File: src/rtl/xmr_pkg.sv
package xmr_pkg;
  localparam logic [7:0] C_SOH = 8'h01;
  localparam logic [7:0] C_EOT = 8'h04;
  localparam logic [7:0] C_ACK = 8'h06;
  localparam logic [7:0] C_NAK = 8'h15;
  localparam logic [7:0] C_ESC = 8'h1B;

  typedef enum logic [3:0] {
    ST_SEND,       // reply byte waiting on the transmit port
    ST_OPEN,       // opening phase: waiting for first byte, NAK on timeout
    ST_IDLE,       // between blocks
    ST_COLLECT,    // gathering block bytes
    ST_CHECK,      // verify number, complement, sum
    ST_COPY,       // stream buffer to write port
    ST_DRAIN,      // let the last write leave before ACK
    ST_FLUSH,      // wait for a quiet line
    ST_DONE,
    ST_ABORT,
    ST_FATAL
  } st_e;
endpackage

File: src/rtl/xmr_timer.sv
module xmr_timer #(
  parameter int TIMEOUT_CYC = 1000,
  parameter int FLUSH_CYC   = 200
) (
  input  logic clk,
  input  logic rst,
  input  logic restart,
  input  logic sel_flush,
  output logic expired
);
  localparam int MAXC = (TIMEOUT_CYC > FLUSH_CYC) ? TIMEOUT_CYC : FLUSH_CYC;
  localparam int CW   = $clog2(MAXC + 1);
  localparam logic [CW-1:0] LIM_TO = CW'(TIMEOUT_CYC);
  localparam logic [CW-1:0] LIM_FL = CW'(FLUSH_CYC);
  localparam logic [CW-1:0] SAT    = CW'(MAXC);

  logic [CW-1:0] cnt;
  logic [CW-1:0] limit;

  assign limit   = sel_flush ? LIM_FL : LIM_TO;
  assign expired = !restart && (cnt >= limit);

  always_ff @(posedge clk) begin
    if (rst || restart) cnt <= '0;
    else if (cnt != SAT) cnt <= cnt + 1'b1;
  end
endmodule

File: src/rtl/xmr_buf.sv
module xmr_buf #(
  parameter int DEPTH = 128
) (
  input  logic                     clk,
  input  logic                     we,
  input  logic [$clog2(DEPTH)-1:0] waddr,
  input  logic [7:0]               wdata,
  input  logic [$clog2(DEPTH)-1:0] raddr,
  output logic [7:0]               rdata
);
  logic [7:0] mem [DEPTH];

  always_ff @(posedge clk) begin
    if (we) mem[waddr] <= wdata;
    rdata <= mem[raddr];
  end
endmodule

File: src/rtl/xmodem_csum_rx.sv
module xmodem_csum_rx
  import xmr_pkg::*;
#(
  parameter int              ADDR_W      = 16,
  parameter logic [ADDR_W-1:0] BASE_ADDR = '0,
  parameter int              BLK_BYTES   = 128,
  parameter int              TIMEOUT_CYC = 3_000_000,
  parameter int              FLUSH_CYC   = 400_000
) (
  input  logic              clk,
  input  logic              rst,
  input  logic              rx_valid,
  input  logic [7:0]        rx_data,
  output logic              tx_valid,
  input  logic              tx_ready,
  output logic [7:0]        tx_data,
  output logic              wr_en,
  output logic [ADDR_W-1:0] wr_addr,
  output logic [7:0]        wr_data,
  output logic              done,
  output logic              aborted,
  output logic              fatal
);
  localparam int IW = $clog2(BLK_BYTES + 4);
  localparam int BW = $clog2(BLK_BYTES);
  localparam logic [IW-1:0] IDX_PAY0 = IW'(2);
  localparam logic [IW-1:0] IDX_PAYN = IW'(BLK_BYTES + 1);
  localparam logic [IW-1:0] IDX_SUM  = IW'(BLK_BYTES + 2);
  localparam logic [BW-1:0] RD_LAST  = BW'(BLK_BYTES - 1);

  st_e               state, st_prev, ret_st;
  logic              tx_valid_q;
  logic [7:0]        tx_data_q;
  logic [IW-1:0]     idx;
  logic [7:0]        blk_q, cpl_q, sum_q, chk_q, exp_q;
  logic [BW-1:0]     rd_idx;
  logic              rd_vld;
  logic [ADDR_W-1:0] addr_q;
  logic              flush_to_done;
  logic              expired;
  logic              buf_we;
  logic [BW-1:0]     buf_waddr;

  assign buf_we    = (state == ST_COLLECT) && rx_valid && (idx >= IDX_PAY0) && (idx <= IDX_PAYN);
  assign buf_waddr = BW'(idx - IDX_PAY0);

  xmr_timer #(.TIMEOUT_CYC(TIMEOUT_CYC), .FLUSH_CYC(FLUSH_CYC)) u_timer (
    .clk       (clk),
    .rst       (rst),
    .restart   (rx_valid || (state != st_prev)),
    .sel_flush (state == ST_FLUSH),
    .expired   (expired)
  );

  xmr_buf #(.DEPTH(BLK_BYTES)) u_buf (
    .clk   (clk),
    .we    (buf_we),
    .waddr (buf_waddr),
    .wdata (rx_data),
    .raddr (rd_idx),
    .rdata (wr_data)
  );

  always_ff @(posedge clk) begin
    if (rst) begin
      state         <= ST_SEND;
      st_prev       <= ST_SEND;
      ret_st        <= ST_OPEN;
      tx_valid_q    <= 1'b1;
      tx_data_q     <= C_NAK;
      idx           <= '0;
      blk_q         <= '0;
      cpl_q         <= '0;
      sum_q         <= '0;
      chk_q         <= '0;
      exp_q         <= 8'd1;
      rd_idx        <= '0;
      rd_vld        <= 1'b0;
      addr_q        <= BASE_ADDR;
      flush_to_done <= 1'b0;
    end else begin
      st_prev <= state;
      rd_vld  <= 1'b0;
      if (rd_vld) addr_q <= addr_q + 1'b1;
      if (tx_valid_q && tx_ready) tx_valid_q <= 1'b0;

      case (state)
        ST_SEND: if (tx_valid_q && tx_ready) state <= ret_st;

        ST_OPEN, ST_IDLE: begin
          if (rx_valid) begin
            if (rx_data == C_SOH) begin
              state <= ST_COLLECT;
              idx   <= '0;
              sum_q <= '0;
            end else if (rx_data == C_EOT) begin
              state         <= ST_SEND;
              ret_st        <= ST_FLUSH;
              tx_valid_q    <= 1'b1;
              tx_data_q     <= C_ACK;
              flush_to_done <= 1'b1;
            end else if (rx_data == C_ESC) begin
              state <= ST_ABORT;
            end else begin
              state         <= ST_FLUSH;
              flush_to_done <= 1'b0;
            end
          end else if (state == ST_OPEN && expired) begin
            state      <= ST_SEND;
            ret_st     <= ST_OPEN;
            tx_valid_q <= 1'b1;
            tx_data_q  <= C_NAK;
          end
        end

        ST_COLLECT: begin
          if (rx_valid) begin
            idx <= idx + 1'b1;
            if (idx == '0) blk_q <= rx_data;
            else if (idx == IW'(1)) cpl_q <= rx_data;
            else if (idx == IDX_SUM) begin
              chk_q <= rx_data;
              state <= ST_CHECK;
            end else sum_q <= sum_q + rx_data;
          end else if (expired) begin
            state         <= ST_FLUSH;
            flush_to_done <= 1'b0;
          end
        end

        ST_CHECK: begin
          if (blk_q != exp_q || cpl_q != ~blk_q) begin
            state <= ST_FATAL;
          end else if (sum_q != chk_q) begin
            state         <= ST_FLUSH;
            flush_to_done <= 1'b0;
          end else begin
            state  <= ST_COPY;
            rd_idx <= '0;
          end
        end

        ST_COPY: begin
          rd_vld <= 1'b1;
          rd_idx <= rd_idx + 1'b1;
          if (rd_idx == RD_LAST) state <= ST_DRAIN;
        end

        ST_DRAIN: begin
          exp_q      <= exp_q + 1'b1;
          state      <= ST_SEND;
          ret_st     <= ST_IDLE;
          tx_valid_q <= 1'b1;
          tx_data_q  <= C_ACK;
        end

        ST_FLUSH: begin
          if (expired) begin
            if (flush_to_done) state <= ST_DONE;
            else begin
              state      <= ST_SEND;
              ret_st     <= ST_IDLE;
              tx_valid_q <= 1'b1;
              tx_data_q  <= C_NAK;
            end
          end
        end

        default: state <= state;
      endcase
    end
  end

  assign tx_valid = tx_valid_q;
  assign tx_data  = tx_data_q;
  assign wr_en    = rd_vld;
  assign wr_addr  = addr_q;
  assign done     = (state == ST_DONE);
  assign aborted  = (state == ST_ABORT);
  assign fatal    = (state == ST_FATAL);
endmodule

File: config.mk
export PLATFORM = sky130hd
export DESIGN_NAME = xmodem_csum_rx
export DESIGN_NICKNAME = d
export VERILOG_FILES = /design/src/rtl/xmr_pkg.sv /design/src/rtl/xmr_timer.sv /design/src/rtl/xmr_buf.sv /design/src/rtl/xmodem_csum_rx.sv
export SDC_FILE = /design/constraint.sdc
export NUM_CORES = 1
export LEC_CHECK = 0
export ABC_CLOCK_PERIOD_IN_PS = 4100
export BUFFER_PORTS_ARGS = -buffer_cell sky130_fd_sc_hd__buf_2
export CAP_MARGIN = 20
export CORE_AREA = 2 2 282 354
export CTS_CLUSTER_DIAMETER = 60
export DETAILED_ROUTE_END_ITERATION = 8
export DIE_AREA = 0 0 284 356
export MAX_ROUTING_LAYER = met4
export SYNTH_ARGS = -nofsm -noshare
export SYNTH_HDL_FRONTEND = slang
export SYNTH_SLANG_ARGS = --single-unit
File: constraint.sdc
create_clock -name clk -period 4.1 [get_ports clk]
set_clock_uncertainty 0.2 [all_clocks]
set_input_delay 1.23 -clock clk [delete_from_list [all_inputs] [get_ports clk]]
set_output_delay 1.23 -clock clk [all_outputs]
set_load 0.03 [all_outputs]
# --- After elaboration in Yosys (flattened, before gate mapping) ---
# Memories as Yosys holds them, arrays and structs flattened. A register that Yosys moved wholly into a read port is not among the register bits.
# Index checks and enable logic that the tools add are counted.
# Widths: inputs -> output; s select.
word_totals:
  memories: 1
  elab_cells: 166
  ff_bits: 116
  inputBits: 12
  output_inout_bits: 37
  ram_bits: 1024
mem_list:
  columns: ["name", "words", "width", "read_ports", "rd_ports_with_merged_regs", "wr", "line", "rtl"]
  rows:
  - ["u_buf.mem", 128, 8, 1, 1, 1, "xmr_buf.sv:11", "logic [7:0] mem [DEPTH];"]
op_classes:
  n_bitwise: 3
  n_lt_le_gt_ge: 3
  eq_ne: 45
  reduce_logical: 27
  mux: 64
  n_addsub: 7
ops:
  columns: ["op", "count"]
  rows:
  - ["$mux 8", 13]
  - ["$mux 4", 21]
  - ["$ne 2x2->1 const B", 16]
  - ["$pmux 8 s2", 2]
  - ["$pmux 4 s7", 1]
  - ["$ne 8x8->1", 3]
  - ["$pmux 8 s3", 1]
  - ["$add 22x1->22 const B", 1]
  - ["$ge 22x22->1", 1]
  - ["$mux 22", 1]
  - ["$ne 22x22->1 const B", 1]
  - ["$ne 3x3->1 const B", 7]
  - ["$mux 1", 18]
  - ["$add 16x1->16 const B", 1]
  - ["$add 8x1->8 const B", 2]
  - ["$eq 4x3->1 const B", 4]
  - ["$eq 8x1->1 const B", 2]
  - ["$mux 7", 2]
  - ["$pmux 7 s2", 1]
  - ["$eq 4x4->1 const B", 3]
  - ["$pmux 4 s3", 1]
  - ["$reduce_and 9->1", 1]
  - ["$add 8x8->8", 1]
  - ["$eq 4x2->1 const B", 2]
  - ["other kinds (30)", 43]

# --- Longest topological paths before layout ---
# Gate-level depths: netlist of run 1.
logic_depth:
  word_depth: 8
  mapped_depth: 12
  mapped_depth_nobuf: 11

# --- Hierarchy ---
# A second synthesis of run 1 with hierarchy kept.
hier_totals:
  cells_unflattened: 2350
  area_unflattened_um2: 45783.9
modules_own_cells:
  columns: ["mod", "cells_each", "area_per_inst_um2", "n_inst", "seq_area_each_um2"]
  rows:
  - ["xmr_buf", 1635, 39665.5, 1, 30909.6]
  - ["xmodem_csum_rx", 551, 4759.6, 1, 1741.7]
  - ["xmr_timer", 164, 1358.8, 1, 440.4]

# --- Worst setup path before layout of run 1 ---
# Ideal clock, no wire load.
synth_path:
  kind: "input -> register"
  startpoint: "in rx_data[1]"
  endpoint: "reg sum_q[7]"
  path_slack_ns: 0.875
  required_ns: 3.826
  path_buffers: 0
  cell_stages: 8
  setup_time_ns: 0.074
  arrival_time_ns: 2.951
  path_cell_list: "ha_1 > a21o_1 > a21oi_1 > o21ai_0 > o41ai_1 > xor2_1 > or3b_2 > a31oi_1"
synth_via:
  elab_chain_cells: 6
  word_cells_on_any_way: 9
  classes_between: "add/sub (1); eq/ne (2); mux (5); reduce/logical (1)"
synth_lines:
  columns: ["item", "line", "rtl"]
  rows:
  - ["start: declaration", "xmodem_csum_rx.sv:13", "input logic [7:0] rx_data,"]
  - ["$add 8x8->8", "xmodem_csum_rx.sv:124", "end else sum_q <= sum_q + rx_data;"]
  - ["$mux 8", "xmodem_csum_rx.sv:121", "else if (idx == IDX_SUM) begin"]
  - ["$mux 8", "xmodem_csum_rx.sv:120", "else if (idx == IW'(1)) cpl_q <= rx_data;"]
  - ["$mux 8", "xmodem_csum_rx.sv:119", "if (idx == '0) blk_q <= rx_data;"]
  - ["$mux 8", "xmodem_csum_rx.sv:117", "if (rx_valid) begin"]
  - ["$pmux 8 s2", "xmodem_csum_rx.sv:87", "case (state)"]
  - ["end signal: assignment", "xmodem_csum_rx.sv:124", null]
  - ["end: declaration", "xmodem_csum_rx.sv:35", "logic [7:0] blk_q, cpl_q, sum_q, chk_q, exp_q;"]
# Several ways; a longest one is shown, not always the timed one. The select of a mux whose other input is x is not followed.
# A chain may end at the register's enable or synchronous reset.

# --- Worst setup path after layout of run 1 ---
layout_path:
  startpoint: "reg state[3]"
  endpoint: "reg state[0]"
layout_via:
  elab_chain_cells: 7
  word_cells_on_any_way: 27
  classes_between: "order compare (1); eq/ne (16); mux (2); reduce/logical (8)"
layout_lines:
  columns: ["item", "line", "rtl"]
  rows:
  - ["start: declaration", "xmodem_csum_rx.sv:31", "st_e state, st_prev, ret_st;"]
  - ["start signal: assignment", "xmodem_csum_rx.sv:88", "ST_SEND: if (tx_valid_q && tx_ready) state <= ret_st;"]
  - ["start signal: assignment", "xmodem_csum_rx.sv:169", "default: state <= state;"]
  - ["$eq 4x3->1 or $ne 4x4->1 (tied branches)", "xmodem_csum_rx.sv:51, xmodem_csum_rx.sv:87, xmodem_csum_rx.sv:50", null]
  - ["$mux 22 or $logic_or 1x1->1 (tied branches)", "xmr_timer.sv:20, xmodem_csum_rx.sv:50", null]
  - ["$ge 22x22->1 or $logic_not 1->1 (tied branches)", "xmr_timer.sv:21", "assign expired = !restart && (cnt >= limit);"]
  - ["$logic_and 1x1->1", "xmr_timer.sv:21", null]
  - ["$logic_and 1x1->1", "xmodem_csum_rx.sv:108", "end else if (state == ST_OPEN && expired) begin"]
  - ["$ne 3x3->1 (no line)", null, null]
  - ["$reduce_and 9->1 (no line)", null, null]
# Several ways; a longest one is shown, not always the timed one.

==> impl_metrics.tcl, run 1 <==
set metrics [dict create \
    postCtsHoldBufs 0 \
    critPathMaxFanout 13 \
    leakagePower_nw 16.56 \
    vias_per_cell 5.849 \
    dp_hpwl_um 74370 \
    dp.cells 3911 \
    period_share 0.9027 \
    hold_viol 0 \
    wl_um 113000 \
    status "completed" \
    end_kind "flop" \
    synthFlopType "edfxtp_1" \
    drc_errors 0 \
    portBuffers 43 \
    worstPathCellList "nand2b_1 -> nor2_1 -> inv_1 -> ha_1 -> o21a_1 -> o21ai_0 -> o21ai_0 -> a2111oi_0 -> or2_1 -> a211o_1 -> mux2_2" \
    grt_setup_unrepaired "false" \
    mostFrequentLayoutCell "edfxtp_1" \
    max-slew-margin-rel 0.2624 \
    ys_seq_area_frac 0.7250 \
    initial_utilization 0.4651 \
    syn_avg_cell_area_um2 18.54 \
    fin_crit_ps 3701 \
    fmax_ghz 0.2702 \
    crit_required_ps 4500 \
    ys_ff_latch 1141 \
    layout_common_cells "edfxtp_1, mux4_2, nor2_1" \
    die_w_um 284 \
    drive_gt1_frac 0.2612 \
    vias 24080 \
    cts_tree "built" \
    overflow 0 \
    gp_congestion 0.8833 \
    p_per_area_nw_per_um2 463.9 \
    ant_nets 0 \
    cts_num_sinks 1141 \
    ctsHtreeMaxLevel 3 \
    peakVddDrop_mv 0.3381 \
    cts_buffers 110 \
    min_path_type "reg -> reg" \
    cts_max_path_buffers 3 \
    synth-warning-count 0 \
    whs_ps 300.7 \
    slowest_delay_ps 760 \
    cap_violations 0 \
    pre_cts_slack_ps 285.5 \
    clk_latency_ps 720 \
    synthToLayoutAreaGrowth_pct 14.62 \
    synth_edf_count 1024 \
    drtIter0Drc 2204 \
    stdcell_count 4117 \
    cpMaxStageDelayCell "a2111oi_0" \
    wl_per_cell_um 27.46 \
    nNetsFinal 2751 \
    yosys.cell_types.count 65 \
    core-area_um2 98130 \
    cp_common_cell "o21ai_0" \
    synth_area_um2 45640 \
    drv_slew 0 \
    finalSetupViolCount 0 \
    grt_max_degree 78 \
    path_buf_inv 1 \
    criticalPathCategory "reg -> reg" \
    grt_pass1_vias 24590 \
    finalSetupTns_ps 0 \
    firstDrtPassIters 6 \
    io_pins 49 \
    antenna_found_initial 4 \
    synth_cells 2462 \
    worst_pin_slew_ps 1097 \
    post-cts-setup-buffers 0 \
    clk_pin_slew_worst_paths_ps 60 \
    crit_arrival_ps 4100 \
    die_y_um 356 \
    cts.repair.resized 0 \
    grt_first_pass_wirelength_um 166800 \
    die-area_um2 101100 \
    grt_util_all_layers 0.2327 \
    critPathTopFamily "compound AO/OA/AOI/OAI gates" \
    fin_ws_ps 399.1 \
    num_rows 129 \
    crit_path_start_kind "flop" \
    cts-root-buf "clkbuf_16" \
    synthArstFlopShare 0 \
]
## synthesized netlist by cell type, types with 9 or more instances
master / count / share of area
buf_1: 11 / 0.00090
ha_1: 25 / 0.0069
nor2_1: 257 / 0.021
a211oi_1: 9 / 0.0015
dfxtp_1: 117 / 0.051
o22ai_1: 10 / 0.0014
xnor2_1: 17 / 0.0033
mux2_2: 9 / 0.0022
clkbuf_1: 53 / 0.0044
nand3_1: 41 / 0.0045
nand4_1: 15 / 0.0021
mux2i_1: 63 / 0.014
and3b_1: 9 / 0.0017
xor2_1: 49 / 0.0094
nor3b_1: 9 / 0.0015
nor3_1: 22 / 0.0024
nand2_1: 73 / 0.0060
buf_2: 38 / 0.0042
a21oi_1: 46 / 0.0050
a22oi_1: 45 / 0.0074
a31oi_1: 11 / 0.0015
o21ai_0: 40 / 0.0044
inv_1: 14 / 0.0012
buf_4: 24 / 0.0039
and3_1: 23 / 0.0032
mux4_2: 284 / 0.14
edfxtp_1: 1024 / 0.67
nor2b_1: 18 / 0.0025
a21o_1: 11 / 0.0018
## through the flow
stage	cell area, µm²	power [mW]	util
after global placement	48660	14.26	0.4958
after detailed placement	48660	14.28	0.4958
final	52310	24.27	0.5331
after global routing	52310	25.02	0.5331
after floorplan	45650	13.80	-
after CTS	52310	24.48	0.5331
## cell type report
| type | instances | area [µm²] |
|---|---|---|
| fill | 7846 | 45820 |
| sequential | 1141 | 33100 |
| multi-input combinational | 1178 | 11840 |
| clock buffer | 130 | 2880 |
| timing repair buffer | 267 | 2017 |
| tap | 1310 | 1639 |
| clock inverter | 75 | 775.7 |
| inverter | 15 | 56.30 |
| antenna | 1 | 2.502 |
## layer usage
metal | vias up | routed length (µm) | GRT usage
li1 | 10430 | - | -
met2 | 880 | 58650 | 0.3942
met3 | 152 | 6331 | 0.03086
met1 | 12620 | 45110 | 0.2942
met4 | 0 | 2945 | 0.07116
met5 | - | 0 | -
## where the power goes
| part | switching, mW | internal, mW |
|---|---|---|
| clock network | 4.38 | 5.86 |
| logic | 0.812 | 0.481 |
| registers | 0.0390 | 12.7 |
## cell families (layout without fill, tap and decap cells)
kind of cell / after synthesis / in the layout / share of synthesized area
AO/OA/AOI/OAI: 217 / 217 / 0.03144
XOR/XNOR: 66 / 66 / 0.01266
adder cells (fa/ha/maj): 27 / 27 / 0.007511
buffers and inverters: 146 / 487 / 0.01584
flip-flops: 1141 / 1141 / 0.7250
multiplexers: 356 / 356 / 0.1562
other: 2 / 6 / 0.0001645
AND/OR/NAND/NOR: 507 / 507 / 0.05118
## worst paths after layout
path	from	to	slack [ps]	cells past startpoint
worst max-delay path	state[3]	state[0]	400	11
worst min-delay path	state[2]	st_prev[2]	300	2
worst max register to register	state[3]	state[0]	400	11
worst min register to register	state[2]	st_prev[2]	300	2
## registers in the layout, indices dropped and copies added (netlist names), 7 cells and up
| signal | flops |
|---|---|
| u_buf.mem | 1024 |
| exp_q | 8 |
| u_timer.cnt | 22 |
| u_buf.rdata | 8 |
| wr_addr | 16 |
| idx | 8 |
| blk_q | 8 |
| chk_q | 8 |
| sum_q | 8 |
| rd_idx | 7 |
| cpl_q | 8 |
## tightest hold or removal path: stages (launching register included)
cell and delay [ps]:
dfxtp_1 330, nand2_1 90, inv_1 40
(Power assumes the default switching activity.)
==> inputs of run 2 (changes only) <==
--- a/config.mk
+++ b/config.mk
@@ -8,11 +8,12 @@
 export ABC_CLOCK_PERIOD_IN_PS = 4100
 export BUFFER_PORTS_ARGS = -buffer_cell sky130_fd_sc_hd__buf_2
 export CAP_MARGIN = 20
-export CORE_AREA = 2 2 282 354
+export CORE_AREA = 2 2 336 421
 export CTS_CLUSTER_DIAMETER = 60
 export DETAILED_ROUTE_END_ITERATION = 8
-export DIE_AREA = 0 0 284 356
+export DIE_AREA = 0 0 338 423
 export MAX_ROUTING_LAYER = met4
+export SETUP_SLACK_MARGIN = 0.5
 export SYNTH_ARGS = -nofsm -noshare
 export SYNTH_HDL_FRONTEND = slang
 export SYNTH_SLANG_ARGS = --single-unit
==> impl_metrics.tcl, run 2 (synthesized netlist as in run 1, its figures left out) <==
set metrics [dict create \
    slowest_delay_ps 380 \
    postCtsHoldBufs 0 \
    crit_arrival_ps 2120 \
    wl_um 113600 \
    grt_pass1_vias 24550 \
    grt_setup_unrepaired "false" \
    firstDrtPassIters 5 \
    ant_nets 0 \
    cts.repair.resized 0 \
    wl_per_cell_um 24.27 \
    dp.cells 4461 \
    period_share 0.8654 \
    synthToLayoutAreaGrowth_pct 16.70 \
    grt.busiest_layer "met2" \
    drtIter0Drc 2205 \
    min_path_type "reg -> reg" \
    whs_ps 291.8 \
    status "completed" \
    grt_use_met2 0.2792 \
    hold_viol 0 \
    die-area_um2 143000 \
    cpMaxStageDelayCell "nor3_1" \
    ctsHtreeMaxLevel 3 \
    grt_first_pass_wirelength_um 166200 \
    grt_util_all_layers 0.1634 \
    fin_ws_ps 551.9 \
    design_area_um2 53270 \
    stdcell_count 4682 \
    top_register "u_buf.mem" \
    crit_required_ps 2670 \
    die_w_um 338 \
    largest_reg_flops 1024 \
    vias_per_cell 5.084 \
    cts_tree "built" \
    post-cts-setup-buffers 0 \
    p_total_mw 24.66 \
    num_rows 153 \
    leakagePower_nw 16.65 \
    grt_max_degree 121 \
    fmax_ghz 0.2818 \
    final_util 0.3838 \
    crit_path_start_kind "flop" \
    use_met1 0.1973 \
    mostFrequentLayoutCell "edfxtp_1" \
    placed_area_um2 49400 \
    gp_congestion 0.8337 \
    p_per_area_nw_per_um2 462.9 \
    layout_common_cells "edfxtp_1, mux4_2, nor2_1" \
    cts_num_sinks 1141 \
    finalSetupTns_ps 0 \
    end_kind "primary output" \
    io_pins 49 \
    core-area_um2 138800 \
    cap_violations 0 \
    worst_pin_slew_ps 1134 \
    cts-root-buf "clkbuf_16" \
    clk_latency_ps 730 \
    critPathMaxFanout 26 \
    initial_utilization 0.3289 \
    antenna_found_initial 7 \
    die_y_um 423 \
    drv_slew 0 \
    cts_max_path_buffers 3 \
    met3_usage 0.02734 \
    finalSetupViolCount 0 \
    vias 23800 \
    num-fill-cells 12590 \
    drive_gt1_frac 0.2643 \
    dp_hpwl_um 73680 \
    criticalPathCategory "reg -> out" \
    peakVddDrop_mv 0.3209 \
    fin_crit_ps 3548 \
    ff2ff_setup_slack_ps 760 \
    max-slew-margin-rel 0.2403 \
    overflow 0 \
    nNetsFinal 2755 \
    worstPathCellList "buf_4 -> nand2b_1 -> nor3_1 -> buf_2" \
    cts_buffers 114 \
    pre_cts_slack_ps 483.8 \
    portBuffers 43 \
    drc_errors 0 \
    clk_pin_slew_worst_paths_ps 60 \
]
run 2: cell types whose count changed in the layout (fill, tap and decap cells not counted), moves of 2 or more:
cell        change
buf_12          +5
clkinv_8        +3
buf_4           -6
diode_2         +2
clkbuf_16       +2
clkbuf_1        +2
inv_6           +2
clkinvlp_2      +2
clkinv_16       +3
run 2: report_power, final:
| part | total (mW) | switching, mW | internal [mW] |
|---|---|---|---|
| clock network | 10.6 | 4.62 | 6.00 |
| logic | 1.31 | 0.818 | 0.489 |
| registers | 12.7 | 0.0382 | 12.7 |
run 2: layout make-up:
class                      instances  area, µm²  share of cell area
clock buffer                     133       2924             0.05490
sequential                      1141      33100              0.6215
clock inverter                    85      927.1             0.01741
multi-input combinational       1178      11840              0.2223
timing repair buffer             267       2077             0.03899
tap                             1860       2327             0.04369
inverter                          15      56.30            0.001057
antenna                            3      7.507           0.0001409
run 2: final timing paths:
check | startpoint | endpoint | cells after the start
setup / recovery | state[0] | done | 4
hold / removal | ret_st[2] | ret_st[2] | 2
setup reg to reg | state[2] | state[3] | 11
hold reg to reg | ret_st[2] | ret_st[2] | 2
run 2: worst max-delay path: cells and delay by family, from the launching register on:
kind                   cells  cell delay [ps]
AND/OR/NAND/NOR            2              580
flip-flops                 1              310
buffers and inverters      2              510
run 2: routing by layer:
layer,vias to the layer above,part of all wire
met5,-,0
met4,0,0.028
met3,176,0.051
met2,680,0.52
met1,12500,0.40
li1,10450,-
